File: src/rtl/bya_pkg.sv
`timescale 1ns/1ps
package bya_pkg;

    typedef enum logic [2:0] {
        ST_IDLE  = 3'd0,
        ST_HPEND = 3'd1,
        ST_HHELD = 3'd2,
        ST_RPEND = 3'd3,
        ST_RGNT  = 3'd4,
        ST_RHELD = 3'd5
    } arb_state_e;

endpackage

File: src/rtl/bya_pulse_sense.sv
`timescale 1ns/1ps
// Per-channel falling-edge detector for the shared request/grant lines.
module bya_pulse_sense #(
    parameter int NCH = 2
) (
    input  logic           clk,
    input  logic           rst_n,
    input  logic [NCH-1:0] line,
    output logic [NCH-1:0] fall
);

    for (genvar g = 0; g < NCH; g++) begin : g_ch
        logic last_d, last_q;

        always_comb begin
            last_d  = line[g];
            fall[g] = last_q & ~line[g];
        end

        always_ff @(posedge clk or negedge rst_n) begin
            if (!rst_n) last_q <= 1'b1;
            else        last_q <= last_d;
        end
    end

endmodule

File: src/rtl/bya_pick.sv
`timescale 1ns/1ps
// Fixed-priority picker: the lowest index wins.
module bya_pick #(
    parameter int NCH = 2,
    parameter int CHW = 1
) (
    input  logic [NCH-1:0] req,
    output logic           any,
    output logic [CHW-1:0] idx
);

    always_comb begin
        any = |req;
        idx = '0;
        for (int i = NCH - 1; i >= 0; i--) begin
            if (req[i]) idx = CHW'(i);
        end
    end

endmodule

File: src/rtl/bus_yield_arb.sv
`timescale 1ns/1ps
module bus_yield_arb
    import bya_pkg::*;
#(
    parameter int NCH = 2
) (
    input  logic           clk,
    input  logic           rst_n,
    input  logic           mode_min,
    input  logic           seq_idle,
    input  logic           lock_n,
    input  logic           hold_req,
    output logic           hold_ack,
    input  logic [NCH-1:0] rg_in,
    output logic [NCH-1:0] rg_pull,
    output logic [NCH-1:0] rg_owner,
    output logic           yield_req,
    output logic           bus_float
);

    localparam int CHW = (NCH > 1) ? $clog2(NCH) : 1;

    typedef struct packed {
        arb_state_e     st;
        logic [CHW-1:0] ch;
    } arb_t;

    arb_t arb_d, arb_q;

    logic [NCH-1:0] fall;
    logic           fall_any;
    logic [CHW-1:0] fall_idx;
    logic           may_yield;
    logic [NCH-1:0] ch_oh;

    bya_pulse_sense #(.NCH(NCH)) u_sense (
        .clk   (clk),
        .rst_n (rst_n),
        .line  (rg_in),
        .fall  (fall)
    );

    bya_pick #(.NCH(NCH), .CHW(CHW)) u_pick (
        .req (fall),
        .any (fall_any),
        .idx (fall_idx)
    );

    always_comb begin
        may_yield = seq_idle & lock_n;
        arb_d     = arb_q;
        case (arb_q.st)
            ST_IDLE: begin
                if (mode_min) begin
                    if (hold_req) arb_d.st = ST_HPEND;
                end else if (fall_any) begin
                    arb_d.st = ST_RPEND;
                    arb_d.ch = fall_idx;
                end
            end
            ST_HPEND: begin
                if (!hold_req)     arb_d.st = ST_IDLE;
                else if (may_yield) arb_d.st = ST_HHELD;
            end
            ST_HHELD: begin
                if (!hold_req) arb_d.st = ST_IDLE;
            end
            ST_RPEND: begin
                if (may_yield) arb_d.st = ST_RGNT;
            end
            ST_RGNT:  arb_d.st = ST_RHELD;
            ST_RHELD: begin
                if (fall[arb_q.ch]) arb_d.st = ST_IDLE;
            end
            default:  arb_d.st = ST_IDLE;
        endcase
    end

    always_ff @(posedge clk or negedge rst_n) begin
        if (!rst_n) begin
            arb_q.st <= ST_IDLE;
            arb_q.ch <= '0;
        end else begin
            arb_q <= arb_d;
        end
    end

    always_comb begin
        ch_oh     = NCH'(1) << arb_q.ch;
        hold_ack  = (arb_q.st == ST_HHELD);
        yield_req = (arb_q.st == ST_HPEND) || (arb_q.st == ST_RPEND);
        bus_float = (arb_q.st == ST_HHELD) || (arb_q.st == ST_RGNT) ||
                    (arb_q.st == ST_RHELD);
        rg_pull   = (arb_q.st == ST_RGNT) ? ch_oh : '0;
        rg_owner  = ((arb_q.st == ST_RGNT) || (arb_q.st == ST_RHELD)) ? ch_oh : '0;
    end

    a_r2_ack_follows_hold: assert property (@(posedge clk) disable iff (!rst_n)
        $rose(hold_ack) |-> $past(hold_req) && $past(yield_req));

    a_r3_no_grant_locked: assert property (@(posedge clk) disable iff (!rst_n)
        $rose(bus_float) |-> $past(lock_n));

    a_r4_grant_at_boundary: assert property (@(posedge clk) disable iff (!rst_n)
        $rose(bus_float) |-> $past(seq_idle));

    a_r5_ack_drops: assert property (@(posedge clk) disable iff (!rst_n)
        (hold_ack && !hold_req) |=> !hold_ack);

    a_r7_grant_one_clock: assert property (@(posedge clk) disable iff (!rst_n)
        (|rg_pull) |=> (rg_pull == '0));

    a_r7_pull_onehot: assert property (@(posedge clk) disable iff (!rst_n)
        $onehot0(rg_pull) && $onehot0(rg_owner));

    a_r10_owner_kept: assert property (@(posedge clk) disable iff (!rst_n)
        (|rg_owner) |=> (rg_owner == $past(rg_owner)) || (rg_owner == '0));

endmodule

File: config.mk
export PLATFORM = sky130hd
export DESIGN_NAME = bus_yield_arb
export DESIGN_NICKNAME = d
export VERILOG_FILES = /design/src/rtl/bya_pkg.sv /design/src/rtl/bya_pulse_sense.sv /design/src/rtl/bya_pick.sv /design/src/rtl/bus_yield_arb.sv
export SDC_FILE = /design/constraint.sdc
export NUM_CORES = 1
export LEC_CHECK = 0
export BUFFER_PORTS_ARGS = -buffer_cell sky130_fd_sc_hd__buf_2
export CAP_MARGIN = 5
export CORE_AREA = 2 2 39 41
export CTS_CLUSTER_SIZE = 24
export DETAILED_ROUTE_END_ITERATION = 8
export DIE_AREA = 0 0 41 43
export PLACE_DENSITY_LB_ADDON = 0.12
export RECOVER_POWER = 50
export SLEW_MARGIN = 20
export SYNTH_ARGS = -nofsm -noshare
export SYNTH_HDL_FRONTEND = slang
export SYNTH_SLANG_ARGS = --single-unit
File: constraint.sdc
create_clock -name clk -period 1.55 [get_ports clk]
set_input_delay 0.0775 -clock clk [delete_from_list [all_inputs] [get_ports clk]]
set_output_delay 0.0775 -clock clk [all_outputs]
set_load 0.02 [all_outputs]
[Yosys cells after proc, flatten, opt, wreduce, memory -nomap -nowiden]
Cells that the tools add are included.
Word-level totals
  register bits: 6
  bits in latches: 0
  memory bits (writable): 0
  bits in read-only memories: 0
  input bits: 8
  output and inout bits: 7
  word-level logic and storage cells: 46
  memories kept: 0
Cells by class
  $add $sub $neg: 0
  multipliers: 0
  divide/modulo/power cells: 0
  $lt $le $gt $ge: 1
  equality and inequality tests: 11
  shifts and indexed selects: 1
  muxes and demuxes: 15
  bitwise operators: 6
  reductions and logical operators: 8
Operator list (number)
  2-to-1 mux 3 bit: 7
  case mux 3 bit (6 select lines): 1
  != test 3 bit, second input constant: 3
  == test 3 x 2 -> 1 bit, second input constant: 2
  == test 3 bit, second input constant: 2
  != test 2 bit, second input constant: 3
  AND reduction 6 bit: 1
  logical OR 1 bit: 4
  2-to-1 mux 1 bit: 4
  2-to-1 mux 2 bit: 2
  2-to-1 mux 4 bit: 1
  bitwise AND 1 bit: 3
  == test 3 x 1 -> 1 bit, second input constant: 1
  zero test 3 bit: 1
  NOT 1 bit: 3
  AND reduction 3 bit: 1
  < comparator 1 x 2 -> 1 bit, second input constant: 1
  OR reduction 2 bit: 1
  << shifter 1 x 1 -> 2 bit, first input constant: 1

[Depth between registers and ports, before layout]
Gate-level depths: netlist of the first run.
  depth in word-level cells: 7
  mapped depth: 5
  mapped depth without buffers: 4

[Hierarchy]
A second synthesis of the first run with hierarchy kept.
Second synthesis, totals
  cell total of the unflattened synthesis: 43
  area total of the unflattened synthesis: 451.7 um^2
By module, submodules not included
  bus_yield_arb: instances 1, cells each 37, area an instance 359.1 um^2
  bya_pulse_sense: instances 1, cells each 4, area an instance 80.1 um^2
  bya_pick: instances 1, cells each 2, area an instance 12.5 um^2

[Least setup slack after synthesis of the first run]
No wires, ideal clock.
  path type: register to register
  start point: register arb_q[1] (netlist bit)
  end point: register arb_q[2] (netlist bit)
  arrival time: 1.325 ns
  setup slack: 0.145 ns
  stages on the path, launching flop included: 6
  buffers on the path: 1
  clock period less this slack: 1.405 ns
  cells stage by stage: dfrtp_1 buf_6 or4_4 a21oi_2 a31oi_1 o22ai_2
Between the ends
  word-level cells in the longest chain between the ends: 3
Ends and longest elaborated chain
  start: declaration: RTL line bus_yield_arb.sv:28  | arb_t arb_d, arb_q;
  start signal: assignment: RTL line bus_yield_arb.sv:84  | arb_q <= arb_d;
  == test 3 x 1 -> 1 bit (tied with other cells): RTL line bus_yield_arb.sv:52  | case (arb_q.st)
  != test 3 bit (no line) / != test 2 bit (equally long branches)
  AND reduction 6 bit (no line)
Several ways; a longest one is shown, not always the timed one.
A chain may end at the register's enable or synchronous reset.

[Final worst setup path of the first run]
  start point: input port rg_in[0]
  end point: register arb_q[3] (netlist bit)
Between the ends
  word-level cells in the longest chain between the ends: 6
Ends and longest elaborated chain
  start: declaration: RTL line bus_yield_arb.sv:14  | input logic [NCH-1:0] rg_in,
  NOT 1 bit (*): RTL line bya_pulse_sense.sv:17  | fall[g] = last_q & ~line[g];
  bitwise AND 1 bit (*): RTL line bya_pulse_sense.sv:17
  2-to-1 mux 1 bit (not written as such) (2 in a row): RTL line bus_yield_arb.sv:73  | if (fall[arb_q.ch]) arb_d.st = ST_IDLE;
  != test 2 bit (no line)
  AND reduction 6 bit (no line) (*)
Mark *: on every way between the ends. The rest lies on a longest branch, timed or not. The select of a mux whose other input is x is not followed.

==> flow_summary_export.csv, run 1 <==
group,metric,value,unit
worst_setup_path,crit_path_start_kind,"primary input",
logic_synthesis,synth.most_common_cell,"nor2_1",
worst_setup_path,cp-end-kind,"flop",
logic_synthesis,synth_cell_types,29,
power_and_ir_drop,p_per_area,1760,nW/um^2
final_layout,syn2layout_area_growth,33.3,%
routing,wl_met3,67,um
logic_synthesis,syn-num-nets,54,
worst_setup_path,crit_fanout,6,
logic_synthesis,yosys_warnings,0,
worst_setup_path,reg2reg_setup_slack,0.12,ns
logic_synthesis,yosys.area.top_type_share,24.5,%
logic_synthesis,ys_ff_latch,6,
clock_tree,clock-sinks,6,
timing,rsz0062_at_grt,"false",
logic_synthesis,synthCells,46,
global_route,grt_overflow,0,
place,pre_cts_ws,0.109,ns
routing,routed.top_layer,"met3",
die,die_w,41,um
die,core_region_area,1380,um^2
power_and_ir_drop,p_total,959,uW
outcome,outcome,"finished clean",
timing,fin_skew,0.000678,ns
clock_tree,cts_buffer_depth,2,
routing,drt_iter0_drc,7,
logic_synthesis,synth_edf_count,0,
routing,wl_met2,460,um
final_layout,multi_input_area,239,um^2
die,initial_core_util,29.6,%
timing,slew_headroom,75.2,%
worst_setup_path,critical_path.startpoint,"rg_in[0]",
final_layout,layout-drive-gt1-share,33.8,%
timing,setup_tns,0,ns
routing,first_pass_iters,4,
logic_synthesis,synthFlopType,"dfrtp_1",
logic_synthesis,synth_area_leaders,"dfrtp_1 (24%), dfstp_2 (13%), nor2_1 (4.6%)",
routing,drt-met1-wl,498,um
die,chipHeight,43,um
final_layout,final_core_util,39.4,%
die,die_area,1760,um^2
run,cap_viol_max_count,0,
place,place_area,490,um^2
logic_synthesis,yosys.area.top_type,"dfrtp_1",
logic_synthesis,synthArstFlopShare,100,%
logic_synthesis,syn_area_per_cell,8.89,um^2
clock_tree,postCtsSetupBuffers,0,
worst_hold_path,hold_path.class,"in -> reg",
worst_setup_path,timing.rr.start,"arb_q[2]",
routing,drt.antenna.violating_nets,0,
worst_setup_path,crit_type,"in -> reg",
global_route,antenna_found_initial,0,
worst_setup_path,cp.arrival,1.59,ns
clock_tree,cts_made_buffers,3,
final_layout,fill_cells,142,
routing,wl,1030,um
global_route,grt_max_degree,11,
clock_tree,h-tree-depth,1,
routing,wire_per_inst,12.7,um
place,dp.cells,75,
timing,holdWs,0.199,ns
routing,num_vias,413,
global_route,grt_pass1_vias,409,
timing,worst_pin_slew,0.367,ns
place,dpl.hpwl,782,um
clock_tree,clock_latency,0.24,ns
global_route,grt_use_total,14.3,%
clock_tree,clk_pin_slew,0.05,ns
clock_tree,cts_root_buf,"clkbuf_4",
timing,fmax,691,MHz
timing,fin_crit,1.45,ns
final_layout,instances_no_fill,81,
worst_setup_path,r2r_cells,4,
timing,finalWorstSetupSlack,0.103,ns
die,rows,14,
final_layout,fin_area,546,um^2
place,port_buffers,14,
worst_setup_path,endpoint,"arb_q[3]",
worst_setup_path,critical_path_required,1.69,ns
clock_tree,tritoncts,"built",
logic_synthesis,ys_top_cells_by_count,"nor2_1 (5), dfrtp_1 (4), nand2_1 (4)",
timing,fin_crit_sh,93.3,%
timing,hold_viol_final,0,
final_layout,diodes,0,
timing,slew_violations,0,
worst_setup_path,timing.rr.end,"arb_q[2]",
power_and_ir_drop,vdd_ir_drop_max,0.718,mV
final_layout,fin_nets,75,
logic_synthesis,syn_area,409,um^2
power_and_ir_drop,total_leakage_power,0.247,nW
routing,via_per_inst,5.10,
global_route,grt_pass1_wl,1750,um
timing,finalSetupViolCount,0,
logic_synthesis,seq_area_frac_synth,37.3,%
die,io_pins,15,
routing,remaining_drc_errors,0,
final_layout,regArea,153,um^2
place,place_congestion,0.800,
metal layers:
metal / vias to the layer above / global-route usage, %
met3: 0 / 5.24
met5: - / 0
met2: 14 / 17.8
li1: 209 / -
met4: 0 / 8.00
met1: 190 / 20.5
timing repair:
action                                 in CTS  in global routing
hold buffers                                3                  0
endpoints found under the hold margin       8                  0
setup endpoints to repair                   0                  2
resized for setup                           0                  1
layout make-up:
type / count / area share, %
inverter: 2 / 1.38
multi-input combinational: 36 / 43.8
tap: 16 / 3.67
clock buffer: 3 / 4.13
sequential: 6 / 28.0
timing repair buffer: 18 / 19.0
kinds of logic (layout without fill, tap and decap cells):
logic type / Yosys count / in the layout / synth area share [%]
buffers and inverters: 4 / 23 / 5.81
AND/OR/NAND/NOR: 19 / 19 / 26.0
flip-flops: 6 / 6 / 37.3
AO/OA/AOI/OAI: 16 / 16 / 28.4
multiplexers: 1 / 1 / 2.45
sequential cells by signal (all words and copies together), names as in the netlist:
name,flops
arb_q,4
u_sense.g_ch.last_q,2
worst max-delay path, stage by stage:
cell and delay (ns):
dlygate4sd3_1 0.53, buf_2 0.12, nand2b_2 0.22, o2111ai_1 0.23
o221ai_2 0.17, o31ai_1 0.25
worst min-delay path by stage:
stage / endpoint / slack, ns / from / depth (start not counted)
2_1_floorplan: arb_q[0] / -0.22 / rst_n / 0
3_3_place_gp: arb_q[0] / -0.08 / rst_n / 1
3_5_place_dp: arb_q[0] / -0.09 / rst_n / 1
4_1_cts: arb_q[0] / 0.18 / rst_n / 2
5_1_grt: arb_q[0] / 0.24 / mode_min / 3
6_report: arb_q[2] / 0.20 / lock_n / 4
report_power, final:
| group | total [mW] | switching [mW] | internal, mW |
|---|---|---|---|
| Clock | 0.146 | 0.0579 | 0.0877 |
| Sequential | 0.309 | 0.0997 | 0.209 |
| Combinational | 0.505 | 0.287 | 0.218 |
| Total | 0.959 | 0.445 | 0.514 |
layout by cell type, fill, tap and decap left out, drive strengths merged:
| cell type | n |
|---|---|
| and2 | 1 |
| nand2 | 4 |
| o221ai | 1 |
| and3 | 1 |
| nand3 | 1 |
| nand3b | 1 |
| o22ai | 1 |
| a31oi | 1 |
| o22a | 1 |
| o311ai | 1 |
| or4 | 1 |
| o31ai | 1 |
| and3b | 1 |
| buf | 12 |
| clkbuf | 6 |
| o21a | 1 |
| dfstp | 2 |
| dlygate4sd3 | 3 |
| o21ai | 3 |
| dfrtp | 4 |
| a2bb2oi | 1 |
| a21oi | 4 |
| mux2i | 1 |
| nand2b | 3 |
| inv | 2 |
| o2111ai | 1 |
| nor2b | 1 |
| nor2 | 5 |
(Power assumes the default switching activity.)
==> run 2: changes to the inputs <==
clock period = 1.2 ns   (was 1.55 ns; I/O delays follow)
==> run 2 against run 1 <==
The run now ends with negative setup slack left. Sequential cell count unchanged. Sequential power up 23%. Highest routed layer is now met4. Cell count up 23%. Non-clock buffer count up 18. Critical endpoint is now arb_q[2]. Hold slack better by 0.014 ns. Largest cell class unchanged. Clock skew up 0.0010 ns.
==> flow_summary_export.csv, run 2 (synthesis results as in run 1) <==
group,metric,value,unit
routing,drt_iter0_drc,12,
timing,worst_pin_slew,0.397,ns
final_layout,fin_nets,93,
final_layout,final_cell_mix,"buf_4 (16), buf_2 (9), buf_6 (7)",
final_layout,regMostFlops,"arb_q",
routing,wl,1420,um
place,place_congestion,0.888,
timing,rsz0062_at_grt,"true",
worst_setup_path,cp-end-kind,"flop",
die,die_w,41,um
timing,slew_headroom,73.2,%
final_layout,top_regs,"arb_q (4), u_sense.g_ch.last_q (2)",
timing,fin_crit,1.45,ns
timing,fmax,691,MHz
clock_tree,tritoncts,"built",
worst_setup_path,critPathMaxStageDelay,0.55,ns
timing,slew_violations,0,
power_and_ir_drop,p_per_area,2440,nW/um^2
routing,wire_per_inst,14.2,um
place,port_buffers,14,
global_route,grt_overflow,0,
clock_tree,cts_buffer_depth,2,
global_route,grt_use_total,17.6,%
worst_setup_path,critical_path_required,1.36,ns
routing,drt.antenna.violating_nets,0,
timing,finalWorstSetupSlack,-0.248,ns
worst_setup_path,cp.arrival,1.61,ns
worst_hold_path,hold_path.class,"in -> async",
place,dpl.hpwl,858,um
final_layout,layout-drive-gt1-share,69.0,%
timing,holdWs,0.214,ns
worst_setup_path,path_cells,"or4_4 > a21oi_2 > a31oi_1 > o22ai_2",
routing,first_pass_iters,4,
clock_tree,cts_root_buf,"clkbuf_4",
power_and_ir_drop,vdd_ir_drop_max,1.54,mV
final_layout,syn2layout_area_growth,97.9,%
timing,finalSetupViolCount,10,
clock_tree,cts_made_buffers,3,
worst_setup_path,crit_fanout,4,
final_layout,largest_register_ffs,4,
final_layout,fill_cells,126,
worst_setup_path,crit_type,"reg -> reg",
clock_tree,h-tree-depth,1,
final_layout,diodes,0,
die,chipHeight,43,um
routing,num_vias,498,
outcome,outcome,"complete, but fails checks",
die,core_region_area,1380,um^2
outcome,failed_checks,"negative setup slack",
routing,remaining_drc_errors,0,
worst_setup_path,crit_buf_inv,0,
power_and_ir_drop,total_leakage_power,0.360,nW
clock_tree,clock_latency,0.25,ns
final_layout,final_common_cell,"buf_4",
die,initial_core_util,29.6,%
global_route,grt_max_degree,8,
timing,hold_viol_final,0,
routing,via_per_inst,4.98,
timing,fin_skew,0.00168,ns
final_layout,fin_area,810,um^2
die,rows,14,
die,die_area,1760,um^2
place,pre_cts_ws,-0.207,ns
worst_setup_path,slowest_stage,"or4_4",
timing,fin_crit_sh,121,%
die,io_pins,15,
global_route,grt_pass1_vias,468,
run,cap_viol_max_count,0,
global_route,antenna_found_initial,0,
clock_tree,clock-sinks,6,
place,place_area,573,um^2
worst_setup_path,crit_path_start_kind,"flop",
clock_tree,clk_pin_slew,0.05,ns
timing,setup_tns,-1.47,ns
global_route,grt_pass1_wl,2040,um
worst_setup_path,crit_family,"simple AND/OR/NAND/NOR gates",
[run 2: changes by cell type in the layout (fill, tap and decap cells not counted), moves of 3 or more]
cell,before,now
buf_4,1,16
buf_6,0,7
dfrtp_1,4,1
dfrtp_2,0,3
nor2_1,5,2
nor2_4,0,3
[run 2: final cells by class]
cell class | count | area [um^2] | area share (%)
Clock buffer | 4 | 26.3 | 3.25
Inverter | 2 | 12.5 | 1.55
Multi-Input combinational cell | 36 | 317 | 39.1
Timing Repair Buffer | 36 | 278 | 34.3
Sequential cell | 6 | 156 | 19.3
Tap cell | 16 | 20.0 | 2.47
[run 2: report_power, final]
group / switching (mW) / internal, mW / total (mW)
Clock: 0.0815 / 0.127 / 0.208
Combinational: 0.655 / 0.734 / 1.39
Sequential: 0.0997 / 0.279 / 0.379
[run 2: metrics by stage]
stage,util [%],total power [mW],cells
CTS,51.3,1.65,96
detailed placement,41.4,1.20,86
global route,58.5,2.11,100
floorplan,-,0.886,46
global placement,41.4,1.21,86
finish,58.5,1.98,100
[run 2: timing repair]
| action | CTS | global route |
|---|---|---|
| cloned | 0 | 0 |
| setup buffers | 3 | 4 |
| hold endpoints to repair | 8 | 0 |
| resized for setup | 19 | 18 |
| hold buffers | 3 | 0 |
| endpoints found under the setup margin | 11 | 11 |
| pin swaps | 5 | 2 |
[run 2: path summary, 6_finish.rpt]
kind,endpoint,cells after the start,slack [ns],startpoint
max,arb_q[2],4,-0.25,arb_q[2]
min,arb_q[0],2,0.21,rst_n
max reg2reg,arb_q[2],4,-0.25,arb_q[2]
min reg2reg,arb_q[0],2,0.70,arb_q[2]
max in group asynchronous,u_sense.g_ch[1].last_q,2,0.69,rst_n
min in group clk,arb_q[2],4,0.22,seq_idle
[run 2: worst reg2reg max path: stages (launching register included)]
cell	delay, ns
dfrtp_2	0.43
or4_4	0.55
a21oi_2	0.14
a31oi_1	0.07
o22ai_2	0.16
[run 2: metal layers]
layer | wire [um] | part of all wire (%) | vias up | GRT usage, %
li1 | - | - | 248 | -
met1 | 582 | 41 | 231 | 20.3
met2 | 753 | 53 | 17 | 29.1
met3 | 67 | 4.7 | 2 | 5.24
met4 | 16 | 1.1 | 0 | 6.00
met5 | 0 | 0 | - | 0
==> run 3: changes to the inputs <==
clock period = 1.8 ns   (was 1.2 ns; I/O delays follow)
==> run 3 against run 2 <==
The run now ends clean. Total power fell by 59%. Register-to-register slack improved by 0.57 ns. Routed wire length fell by 32%. Hold slack improved by 0.0012 ns. Non-clock buffer count fell by 19. Worst setup slack improved by 0.53 ns. First-iteration DRC count rose by 17%. Core utilization fell by 20 points. Count of clock-buffer cells in the layout did not move. Clock skew barely moved. Critical path depth rose by 2. Critical endpoint is now arb_q[3]. Highest routed layer unchanged.
==> flow_summary_export.csv, run 3 (synthesis results as in run 1) <==
group,metric,value,unit
routing,drt.antenna.violating_nets,0,
routing,num_vias,404,
routing,wire_per_inst,12.0,um
worst_setup_path,critical_path.startpoint,"rg_in[0]",
clock_tree,cts_made_buffers,3,
final_layout,final_core_util,38.7,%
global_route,grt_pass1_vias,352,
die,initial_core_util,29.6,%
final_layout,top_regs,"arb_q (4), u_sense.g_ch.last_q (2)",
worst_setup_path,endpoint,"arb_q[3]",
die,die_w,41,um
worst_setup_path,path_cells,"dlygate4sd3_1 > buf_2 > nand2b_2 > o2111ai_1 > o221ai_1 > o31ai_1",
routing,first_pass_iters,4,
clock_tree,clock_latency,0.25,ns
place,dp.cells,74,
routing,via_per_inst,4.99,
timing,rsz0062_at_grt,"false",
worst_setup_path,crit_path_start_kind,"primary input",
worst_setup_path,cp.arrival,1.67,ns
routing,remaining_drc_errors,0,
die,core_region_area,1380,um^2
final_layout,instances_no_fill,81,
final_layout,diodes,0,
worst_setup_path,reg2reg_setup_slack,0.32,ns
final_layout,syn2layout_area_growth,30.9,%
timing,worst_pin_slew,0.421,ns
worst_setup_path,timing.rr.start,"arb_q[1]",
timing,fin_skew,0.00136,ns
final_layout,largest_register_ffs,4,
worst_setup_path,slowest_stage,"dlygate4sd3_1",
place,place_congestion,0.778,
global_route,antenna_found_initial,0,
worst_setup_path,crit_type,"in -> reg",
die,chipHeight,43,um
die,rows,14,
timing,slew_headroom,72.0,%
worst_setup_path,cp-end-kind,"flop",
global_route,grt_use_total,13.1,%
clock_tree,clk_pin_slew,0.05,ns
power_and_ir_drop,vdd_ir_drop_max,0.602,mV
worst_setup_path,critPathMaxStageDelay,0.53,ns
timing,setup_tns,0,ns
final_layout,final_cell_mix,"buf_2 (11), nor2_1 (5), nand2_1 (4), dfrtp_1 (4), clkbuf_1 (4)",
worst_setup_path,crit_fanout,6,
worst_hold_path,hold_path.class,"in -> reg",
power_and_ir_drop,total_leakage_power,0.242,nW
power_and_ir_drop,p_per_area,1510,nW/um^2
clock_tree,cts_root_buf,"clkbuf_4",
place,port_buffers,14,
routing,drt_iter0_drc,14,
die,io_pins,15,
final_layout,final_common_cell,"buf_2",
outcome,outcome,"finished clean",
global_route,grt_overflow,0,
routing,wl,970,um
final_layout,fin_nets,74,
final_layout,regMostFlops,"arb_q",
global_route,grt_max_degree,11,
worst_setup_path,timing.rr.end,"arb_q[1]",
worst_setup_path,r2r_cells,4,
place,dpl.hpwl,713,um
timing,fmax,658,MHz
global_route,grt_pass1_wl,1550,um
timing,slew_violations,0,
final_layout,layout-drive-gt1-share,30.8,%
timing,hold_viol_final,0,
power_and_ir_drop,p_total,807,uW
timing,finalSetupViolCount,0,
clock_tree,h-tree-depth,1,
clock_tree,clock-sinks,6,
clock_tree,tritoncts,"built",
die,die_area,1760,um^2
worst_setup_path,critical_path_required,1.95,ns
run,cap_viol_max_count,0,
timing,fin_crit_sh,84.5,%
timing,fin_crit,1.52,ns
clock_tree,cts_buffer_depth,2,
worst_hold_path,whs_path_depth,4,
==> run 3: layout make-up <==
type / count / area (um^2)
Fill cell: 154 / 848
Sequential cell: 6 / 153
Tap cell: 16 / 20.0
Timing Repair Buffer: 17 / 96.3
Inverter: 2 / 7.51
Multi-Input combinational cell: 36 / 233
Clock buffer: 4 / 26.3
==> run 3: power breakdown <==
part | total, mW | switching, mW | internal, mW
Clock | 0.140 | 0.0553 | 0.0844
Combinational | 0.399 | 0.230 | 0.169
Sequential | 0.269 | 0.0888 | 0.180
Total | 0.807 | 0.374 | 0.433
==> run 3: worst min path at each step <==
| stage | start | end | slack [ns] |
|---|---|---|---|
| after floorplan | rst_n | arb_q[0] | -0.21 |
| after global placement | rst_n | arb_q[3] | -0.08 |
| after detailed placement | rst_n | arb_q[3] | -0.08 |
| after CTS | rst_n | arb_q[3] | 0.19 |
| after global routing | lock_n | arb_q[2] | 0.22 |
| final | lock_n | arb_q[2] | 0.21 |
==> run 3: routing by layer <==
metal | part of all wire, % | GRT usage [%] | vias to the layer above | wire length (um)
met2 | 44 | 16.3 | 11 | 423
met4 | 0.82 | 10.0 | 0 | 8
met1 | 51 | 20.2 | 185 | 494
li1 | - | - | 206 | -
met5 | 0 | 0 | - | 0
met3 | 4.5 | 0.524 | 2 | 44
==> run 3: repair_timing <==
item                      4_1_cts  5_1_grt
gates resized for setup         0        0
hold endpoints to repair        8        0
hold buffers                    3        0
setup buffers                   0        0
==> run 3: through the flow <==
step / worst slack [ns] / hold WS [ns] / cell area, um^2
4_1_cts: 0.301 / 0.190 / 539
5_1_grt: 0.131 / 0.220 / 536
2_1_floorplan: 0.395 / -0.206 / 409
3_3_place_gp: 0.320 / -0.0780 / 483
3_5_place_dp: 0.329 / -0.0761 / 483
6_report: 0.280 / 0.215 / 536
==> run 3: worst max-delay path, delay by kind of cell <==
| kind | cells | cell delay [ns] |
|---|---|---|
| and+or+nand+nor | 1 | 0.22 |
| buffers and inverters | 2 | 0.65 |
| AOI/OAI and AO/OA | 3 | 0.70 |
